### src/rtl/pmu_evt_pkg.sv
package pmu_evt_pkg;
    localparam int ADDR_W            = 12;
    localparam int EVT_SEL_W         = 6;
    localparam int LANE_W            = 8;
    localparam int LANES_PER_REG     = 4;
    localparam int PRELOAD_CODE_BASE = 19;

    localparam int CTRL_START = 0;
    localparam int CTRL_STOP  = 1;
    localparam int CTRL_CLEAR = 2;

    localparam logic [ADDR_W-1:0] OFF_CTRL     = 12'h000;
    localparam logic [ADDR_W-1:0] OFF_STATE    = 12'h004;
    localparam logic [ADDR_W-1:0] OFF_TEST     = 12'h008;
    localparam logic [ADDR_W-1:0] OFF_PRELOAD  = 12'h00C;
    localparam logic [ADDR_W-1:0] OFF_CYC_HI   = 12'h010;
    localparam logic [ADDR_W-1:0] OFF_CYC_LO   = 12'h014;
    localparam logic [ADDR_W-1:0] OFF_SEL_BASE = 12'h020;
    localparam logic [ADDR_W-1:0] OFF_CNT_BASE = 12'h040;

    typedef struct packed {
        logic                 en;
        logic [EVT_SEL_W-1:0] evt;
    } lane_cfg_t;
endpackage

### src/rtl/pmu_gen_counter.sv
module pmu_gen_counter
    import pmu_evt_pkg::*;
#(
    parameter int CTR_W   = 32,
    parameter int NUM_EVT = 64
) (
    input  logic               clk,
    input  logic               rst_n,
    input  logic               run,
    input  logic               clear,
    input  logic               load,
    input  logic [CTR_W-1:0]   load_val,
    input  lane_cfg_t          cfg,
    input  logic [NUM_EVT-1:0] events,
    output logic [CTR_W-1:0]   count,
    output logic               ovf
);
    typedef struct packed {
        logic [CTR_W-1:0] cnt;
        logic             ovf;
    } ctr_st_t;

    ctr_st_t st_d, st_q;
    logic    hit;

    always_comb begin
        hit      = run && cfg.en && events[cfg.evt];
        st_d     = st_q;
        st_d.ovf = 1'b0;
        if (clear) begin
            st_d.cnt = '0;
        end else if (load) begin
            st_d.cnt = load_val;
        end else if (hit) begin
            st_d.cnt = st_q.cnt + CTR_W'(1);
            st_d.ovf = &st_q.cnt;
        end
    end

    always_ff @(posedge clk or negedge rst_n) begin
        if (!rst_n) st_q <= '0;
        else        st_q <= st_d;
    end

    assign count = st_q.cnt;
    assign ovf   = st_q.ovf;
endmodule

### src/rtl/pmu_cycle_counter.sv
module pmu_cycle_counter #(
    parameter int CYC_W = 56
) (
    input  logic             clk,
    input  logic             rst_n,
    input  logic             run,
    input  logic             clear,
    output logic [CYC_W-1:0] count
);
    logic [CYC_W-1:0] cnt_d, cnt_q;

    always_comb begin
        cnt_d = cnt_q;
        if (clear)    cnt_d = '0;
        else if (run) cnt_d = cnt_q + CYC_W'(1);
    end

    always_ff @(posedge clk or negedge rst_n) begin
        if (!rst_n) cnt_q <= '0;
        else        cnt_q <= cnt_d;
    end

    assign count = cnt_q;
endmodule

### src/rtl/pmu_evt_bank.sv
module pmu_evt_bank
    import pmu_evt_pkg::*;
#(
    parameter int NUM_CTR = 16,
    parameter int CTR_W   = 32,
    parameter int CYC_W   = 56
) (
    input  logic               clk,
    input  logic               rst_n,
    input  logic               wr_en,
    input  logic [11:0]        wr_addr,
    input  logic [31:0]        wr_data,
    input  logic [11:0]        rd_addr,
    output logic [31:0]        rd_data,
    input  logic [63:0]        events,
    output logic [NUM_CTR-1:0] ovf_pulse
);
    localparam int NUM_EVT      = 1 << EVT_SEL_W;
    localparam int NUM_SEL_REGS = (NUM_CTR + LANES_PER_REG - 1) / LANES_PER_REG;

    typedef struct packed {
        logic                    run;
        logic [7:0]              test_sel;
        lane_cfg_t [NUM_CTR-1:0] cfg;
    } bank_st_t;

    bank_st_t st_d, st_q;
    logic     wr_ctrl, wr_test, wr_pre, clear_all;
    logic [NUM_CTR-1:0]            load_vec;
    logic [NUM_CTR-1:0][CTR_W-1:0] cnt_w;
    logic [CYC_W-1:0]              cyc_w;

    always_comb begin
        wr_ctrl   = wr_en && (wr_addr == OFF_CTRL);
        wr_test   = wr_en && (wr_addr == OFF_TEST);
        wr_pre    = wr_en && (wr_addr == OFF_PRELOAD);
        clear_all = wr_ctrl && wr_data[CTRL_CLEAR];
        st_d      = st_q;
        if (wr_ctrl) begin
            if (wr_data[CTRL_CLEAR] || wr_data[CTRL_STOP]) st_d.run = 1'b0;
            else if (wr_data[CTRL_START])                  st_d.run = 1'b1;
        end
        if (wr_test) st_d.test_sel = wr_data[7:0];
        for (int r = 0; r < NUM_SEL_REGS; r++) begin
            if (wr_en && (wr_addr == OFF_SEL_BASE + ADDR_W'(4 * r))) begin
                for (int l = 0; l < LANES_PER_REG; l++) begin
                    if (r * LANES_PER_REG + l < NUM_CTR) begin
                        st_d.cfg[r*LANES_PER_REG+l].en  = wr_data[LANE_W*l+7];
                        st_d.cfg[r*LANES_PER_REG+l].evt = wr_data[LANE_W*l +: EVT_SEL_W];
                    end
                end
            end
        end
        for (int n = 0; n < NUM_CTR; n++) begin
            load_vec[n] = wr_pre && (st_q.test_sel == 8'(PRELOAD_CODE_BASE + n));
        end
    end

    always_ff @(posedge clk or negedge rst_n) begin
        if (!rst_n) st_q <= '0;
        else        st_q <= st_d;
    end

    for (genvar g = 0; g < NUM_CTR; g++) begin : g_ctr
        pmu_gen_counter #(.CTR_W(CTR_W), .NUM_EVT(NUM_EVT)) ctr_i (
            .clk      (clk),
            .rst_n    (rst_n),
            .run      (st_q.run),
            .clear    (clear_all),
            .load     (load_vec[g]),
            .load_val (wr_data[CTR_W-1:0]),
            .cfg      (st_q.cfg[g]),
            .events   (events[NUM_EVT-1:0]),
            .count    (cnt_w[g]),
            .ovf      (ovf_pulse[g])
        );
    end

    pmu_cycle_counter #(.CYC_W(CYC_W)) cyc_i (
        .clk   (clk),
        .rst_n (rst_n),
        .run   (st_q.run),
        .clear (clear_all),
        .count (cyc_w)
    );

    always_comb begin
        rd_data = '0;
        case (rd_addr)
            OFF_STATE:  rd_data = {31'd0, st_q.run};
            OFF_TEST:   rd_data = {24'd0, st_q.test_sel};
            OFF_CYC_HI: rd_data = 32'(cyc_w >> 32);
            OFF_CYC_LO: rd_data = cyc_w[31:0];
            default:    rd_data = '0;
        endcase
        for (int r = 0; r < NUM_SEL_REGS; r++) begin
            if (rd_addr == OFF_SEL_BASE + ADDR_W'(4 * r)) begin
                for (int l = 0; l < LANES_PER_REG; l++) begin
                    if (r * LANES_PER_REG + l < NUM_CTR) begin
                        rd_data[LANE_W*l +: LANE_W] = {st_q.cfg[r*LANES_PER_REG+l].en, 1'b0,
                                                      st_q.cfg[r*LANES_PER_REG+l].evt};
                    end
                end
            end
        end
        for (int n = 0; n < NUM_CTR; n++) begin
            if (rd_addr == OFF_CNT_BASE + ADDR_W'(4 * n)) rd_data = 32'(cnt_w[n]);
        end
    end
endmodule

### config.mk
export PLATFORM = sky130hd
export DESIGN_NAME = pmu_evt_bank
export DESIGN_NICKNAME = d
export VERILOG_FILES = /design/src/rtl/pmu_evt_pkg.sv /design/src/rtl/pmu_gen_counter.sv /design/src/rtl/pmu_cycle_counter.sv /design/src/rtl/pmu_evt_bank.sv
export SDC_FILE = /design/constraint.sdc
export NUM_CORES = 2
export LEC_CHECK = 0
export BUFFER_PORTS_ARGS = -buffer_cell sky130_fd_sc_hd__buf_2
export CAP_MARGIN = 10
export CORE_MARGIN = 4
export CORE_UTILIZATION = 25
export CTS_CLUSTER_SIZE = 24
export DETAILED_ROUTE_END_ITERATION = 10
export GPL_TIMING_DRIVEN = 0
export SLEW_MARGIN = 40
export SYNTH_ARGS = -nofsm -noshare
export SYNTH_HDL_FRONTEND = slang
export SYNTH_HIERARCHICAL = 1
export SYNTH_SLANG_ARGS = --single-unit
### constraint.sdc
create_clock -name clk -period 7.7 [get_ports clk]
set_clock_uncertainty 0.1 [all_clocks]
set_input_delay 0.77 -clock clk [delete_from_list [all_inputs] [get_ports clk]]
set_output_delay 0.77 -clock clk [all_outputs]
set_load 0.02 [all_outputs]
## Word-level counts from Yosys, hierarchy flattened

Cells that the tools add are included.
W data, S select, Z words.

- Register bits after elaboration: 705
- Input port bits: 123
- Output and inout bits: 48
- Word-level logic and storage cells: 376

- Add/sub/neg operators: 17
- $lt $le $gt $ge: 16
- Eq/ne operators: 46
- Multiplexer cells: 137
- Reduce and logical (&&, ||, !) cells: 93

Operator list:

| operator | number |
|---|---|
| $mux W32 | 52 |
| $mux W33 | 16 |
| $add A32 B1 Y32 const B | 16 |
| $reduce_and A32 Y1 | 16 |
| $eq A12 B7 Y1 const B | 16 |
| $pmux W32 S4 | 1 |
| $lt A6 B7 Y1 const B | 16 |
| $mux W56 | 2 |
| $eq A8 B5 Y1 const B | 13 |
| $bmux W1 S6 | 16 |
| $eq A12 B6 Y1 const B | 8 |
| $add A56 B1 Y56 const B | 1 |
| $logic_and A1 B1 Y1 | 56 |
| $mux W1 | 50 |
| $reduce_bool A3 Y1 | 16 |
| $eq A12 B4 Y1 const B | 3 |
| $eq A12 B5 Y1 const B | 2 |
| $eq A8 B6 Y1 const B | 3 |
| $eq A12 B3 Y1 const B | 1 |
| $logic_not A12 Y1 | 1 |
| $reduce_bool A2 Y1 | 2 |
| $reduce_and A2 Y1 | 1 |
| $logic_or A1 B1 Y1 | 1 |

## Logic depth before layout (Yosys ltp)

- Depth after elaboration: 22
- Gate-level depth with buffers: 11

## By module

Netlist, hierarchy kept.

By module, submodules not included:

| module | times used | cells an instance | area each (sq um) | sequential area each (sq um) |
|---|---|---|---|---|
| pmu_gen_counter (g_ctr[0].ctr_i ...) | 11 | 306 | 2,989.1 | 825.8 |
| pmu_gen_counter (g_ctr[5].ctr_i ...) | 5 | 283 | 2,700.1 | 825.8 |
| pmu_evt_bank | 1 | 1,330 | 11,557.3 | 3,027.9 |
| pmu_cycle_counter | 1 | 317 | 3,010.4 | 1,401.3 |

## Least setup slack after synthesis

OpenSTA, ideal clock, no wires.

- Path kind: input to register
- Start point: input wr_addr[6]
- End point: register g_ctr[14].ctr_i.st_q (netlist bit g_ctr[14].ctr_i/count[12])
- Data arrival time: 3.920 ns
- Data required time: 7.478 ns
- Path slack: 3.558 ns
- Stages on the path: 9
- Path buffers: 2
- Path through: nor4_1 > nand4b_1 > or4_1 > or4_1 > nor3b_1 > inv_1 > buf_6 > dlygate4sd3_1 > o2111a_1

- Word-level cells in the longest chain between the ends: 5
- Elaborated cells on any way between the ends: 9
- Those cells by class: eq/ne: 1; mux: 2; reduce/logical: 6

RTL lines:

| what | RTL line | RTL |
|---|---|---|
| from (decl) | pmu_evt_bank.sv:11 | `input logic [11:0] wr_addr,` |
| $eq A12 B4 Y1 (*) | pmu_evt_bank.sv:36 | `wr_pre = wr_en && (wr_addr == OFF_PRELOAD);` |
| $logic_and A1 B1 Y1 (*) | pmu_evt_bank.sv:36 |  |
| $logic_and A1 B1 Y1 (*) | pmu_evt_bank.sv:55 | `load_vec[n] = wr_pre && (st_q.test_sel == 8'(PRELOAD_CODE_BASE + n));` |
| net load_vec[14] | pmu_evt_bank.sv:29 | `logic [NUM_CTR-1:0] load_vec;` |
| $mux W32 | pmu_gen_counter.sv:32 | `end else if (load) begin` |
| $mux W32 | pmu_gen_counter.sv:30 | `if (clear) begin` |
| to (signal assigned) | pmu_gen_counter.sv:42 | `else st_q <= st_d;` |
| to (decl) | pmu_gen_counter.sv:23 | `ctr_st_t st_d, st_q;` |

Mark *: on every way through the listed nets, which the timed path passes. The rest lies on a longest branch.
A chain may end at the register's enable or synchronous reset.

## Worst setup path in the final report

- Start point: input rd_addr[2]
- End point: output rd_data[10]

- Word-level cells in the longest chain between the ends: 22
- Elaborated cells on any way between the ends: 45
- Those cells by class: eq/ne: 24; mux: 21

RTL lines:

| what | RTL line | RTL |
|---|---|---|
| from (decl) | pmu_evt_bank.sv:13 | `input logic [11:0] rd_addr,` |
| $eq A12 B5 Y1 (tied with other cells) | pmu_evt_bank.sv:89 | `case (rd_addr)` |
| $pmux W32 S4 | pmu_evt_bank.sv:89 |  |
| $mux W32 (4 in series) | pmu_evt_bank.sv:97 | `if (rd_addr == OFF_SEL_BASE + ADDR_W'(4 * r)) begin` |
| $mux W32 (15 in series) | pmu_evt_bank.sv:107 | `if (rd_addr == OFF_CNT_BASE + ADDR_W'(4 * n)) rd_data = 32'(cnt_w[n]);` |
| $mux W32 (*) | pmu_evt_bank.sv:107 |  |
| to (decl) | pmu_evt_bank.sv:14 | `output logic [31:0] rd_data,` |

Every way passes the cells marked *; elsewhere a longest branch is shown, timed or not.

==> out/qor.txt <==
CTS buffer count: 92
Final hold violations: 0
Synth Flop Type: dfrtp_1
Wirelength per Cell: 34.3 µm
Logic pwr share: 10.6%
# Max-Cap Violations: 0
Initial antenna violation count: 29
Placed cell count: 9,794
Post-DRT Antenna Nets: 0
Part of the cycle the worst path needs: 87.5%
All-Layer GR Usage: 26.0%
Status: completed
Via count of the first global-routing pass: 59.2k
DRC: 0
Min Clock Period, post-route: 6.73 ns
GPL Wtd Cong: 1.02
Hpwl dp: 242,000 µm
Synth-to-Final Area Change: 14.3%
Peak Freq: 0.148 GHz
CP Cell Sequence: buf_2 > buf_2 > buf_4 > buf_2 > buf_2 > buf_2 > o21ai_0 > a31oi_1 > o22ai_1 > a21oi_1 > buf_2
Clk sinks: 705
Syn Inst Count: 6,428
CTS root buf: clkbuf_16
CP required: 6.83 ns
Util after Layout: 28.8%
Worst VDD drop: 146 µV
Worst Path Arrival: 5.86 ns
Most frequent cells in the layout: dfrtp_1 (704), nor2_1 (558), nand2_1 (539)
Critical-path maximum fanout: 10
Commonest non-fill, non-tap cell in the layout: dfrtp_1
Post-Layout Inst Area: 0.0697 mm²
Asr flop ratio synth: 100%
Worst-margin pin slew: 1.02 ns
# IOs: 171
Worst setup SP type: primary input
Clk network pwr share: 49.2%
Slew HR: 31.3%
Worst Setup SP: rd_addr[2]
WHS: 0.463 ns
Pins Over Slew Limit: 0
Vias/cell: 6.34
Worst r2r src: st_q[115]
CTS tree: done
Total Die Area: 0.252 mm²
RSZ-0062 raised after global routing: no
Number of distinct library cells after synthesis: 117
Core area: 0.242 mm²
Final setup fails: 0
Largest net degree at the start of global routing: 96
Layout cells sized above 1: 19.5%
Mapped Nets: 6,568
DIE HEIGHT: 502 µm
Drt pass-1 iters: 7
Worst Setup EP: rd_data[10]
DR iter-0 viols: 10.6k
Leak Pwr: 27.1 nW
Placed cell area: 0.0664 mm²
CP Class: primary input to primary output
Internal: 6.75 mW
Die Span X: 502 µm
Worst path slowest cell: buf_2
Synth Cell Area: 0.0609 mm²
Synthesis warning total: 6
Initial Util: 25.2%
Seq cells post-synth: 705
Post_cts resized: 0
# rows: 180
Post-Layout Cell Count: 9,976
Slowest stage delay, CP: 0.78 ns
Clk slew on worst S/H paths: 0.06 ns
P_sw: 2.69 mW
Fillers: 25.3k
DP Worst Slack: 1.22 ns
Nets: 6,844
Global-route wire length before repair: 472,000 µm
Worst Hold Class: register to register
Skew-Pair Late Insertion Delay: 0.76 ns
Net Sw Frac: 28.5%
Sequential area share after synthesis: 28.9%
Post-synth EDFFs: 0
Flop-to-flop setup slack: 3.13 ns
Setup bufs post-CTS: 0
Final WS setup: 0.966 ns
Setup crit end kind: primary output
Hold_buf cts: 1
Synth Area per Inst: 9.48 µm²
Via count: 63.3k
Worst Reg-to-Reg Cells: 9
GR Overflow Total: 0
# port buffers: 168
Pwr Density: 135 mW/mm²
Worst r2r dst: g_ctr[15].ctr_i/count[18]
Cell repeated most along the worst path: buf_2
H-Tree Depth: 3
DRT Wirelength: 342,000 µm
CTS max path bufs: 3
Sequential share of power: 40.1%
cells by family (layout without fill, tap and decap cells):
logic type      count (synthesis)  in the layout  share of synthesized area [%]
xor+xnor                      187            187                           2.69
compound gates               1497           1497                           19.5
other cells                     0             16                              0
flops                         705            705                           28.9
simple gates                 2639           2639                           23.6
fa+ha+maj                      17             17                          0.349
mux                           621            621                           17.3
buf+inv                       762           1109                           7.62
how the worst min path moves through the flow:
stage	startpoint	to	slack, ns	cells past startpoint
2_1_floorplan	rst_n	cyc_i/count[0]	0.37	0
3_3_place_gp	st_q[68]	st_q[68]	0.44	1
3_5_place_dp	st_q[88]	st_q[88]	0.45	1
4_1_cts	wr_data[6]	g_ctr[14].ctr_i/count[6]	0.43	3
5_1_grt	wr_data[6]	g_ctr[11].ctr_i/count[6]	0.46	3
6_report	st_q[92]	st_q[92]	0.46	1
metal layers:
metal | up-vias | wire [µm] | GRT usage, %
li1 | 25500 | - | -
met1 | 31900 | 133000 | 34.3
met2 | 4852 | 140000 | 37.2
met3 | 1035 | 41300 | 6.97
met4 | 12 | 27300 | 17.0
met5 | - | 69 | 0
synth_stat cells (39+ instances only):
master | instances | area (µm²)
and4bb_1 | 45 | 563
mux4_1 | 139 | 3650
a32oi_1 | 54 | 473
o21ai_0 | 147 | 736
nand3b_1 | 60 | 450
nor2_1 | 568 | 2130
a21o_1 | 49 | 368
and3_1 | 167 | 1040
a22o_1 | 42 | 368
mux2i_1 | 161 | 1610
nor3_1 | 153 | 766
a31oi_1 | 39 | 244
buf_6 | 120 | 1350
o22ai_1 | 75 | 469
a31o_2 | 47 | 412
dfrtp_1 | 705 | 17600
clkbuf_8 | 44 | 606
nand2b_1 | 47 | 294
nand2_1 | 539 | 2020
nand4_1 | 271 | 1700
nand3_1 | 348 | 1740
buf_2 | 68 | 340
and4_1 | 79 | 692
a311oi_2 | 44 | 661
a21oi_1 | 307 | 1540
o211ai_1 | 51 | 383
clkbuf_1 | 184 | 691
a211o_1 | 57 | 499
a2111oi_2 | 55 | 826
or3_1 | 53 | 332
o21a_1 | 124 | 931
xnor2_1 | 161 | 1410
mux2_2 | 171 | 1930
nor4_1 | 41 | 257
mux4_2 | 148 | 3330
inv_1 | 271 | 1020
sequential cells by signal, indices dropped and copies added, names as in the netlist:
name and count:
g_ctr.ctr_i/count 512, g_ctr.ctr_i/ovf 16, cyc_i/count 56, st_q 121
worst max-delay path: cells and delay by family:
| kind | cells | cell delay [ns] |
|---|---|---|
| AOI/OAI and AO/OA | 4 | 1.76 |
| buffers and inverters | 7 | 3.23 |
stage by stage:
stage	setup TNS (ns)	power, mW
2_1_floorplan	0	4.16
3_3_place_gp	-7594.71	4.77
3_5_place_dp	0	4.80
4_1_cts	0	9.45
5_1_grt	0	9.64
6_report	0	9.44
cell type report:
class	count	area, µm²	share of cell area, %
inverters	272	1020	1.47
clock buffers	132	2680	3.85
multi-input cells	4961	38900	55.9
plain buffers	490	3660	5.25
repair buffers	182	1210	1.74
flip-flops and latches	705	17600	25.3
well taps	3185	3990	5.72
diodes	16	40.0	0.0575
clock inverters	33	504	0.724
power by group through the flow:
stage,combinational (mW),clock (mW),sequential [mW]
after detailed placement,0.951,0,3.85
after floorplan,0.343,0,3.82
after global placement,0.922,0,3.85
after global routing,1.00,4.85,3.79
after CTS,0.955,4.71,3.78
final,1.00,4.65,3.79
Power figures use the tool's default switching activity.
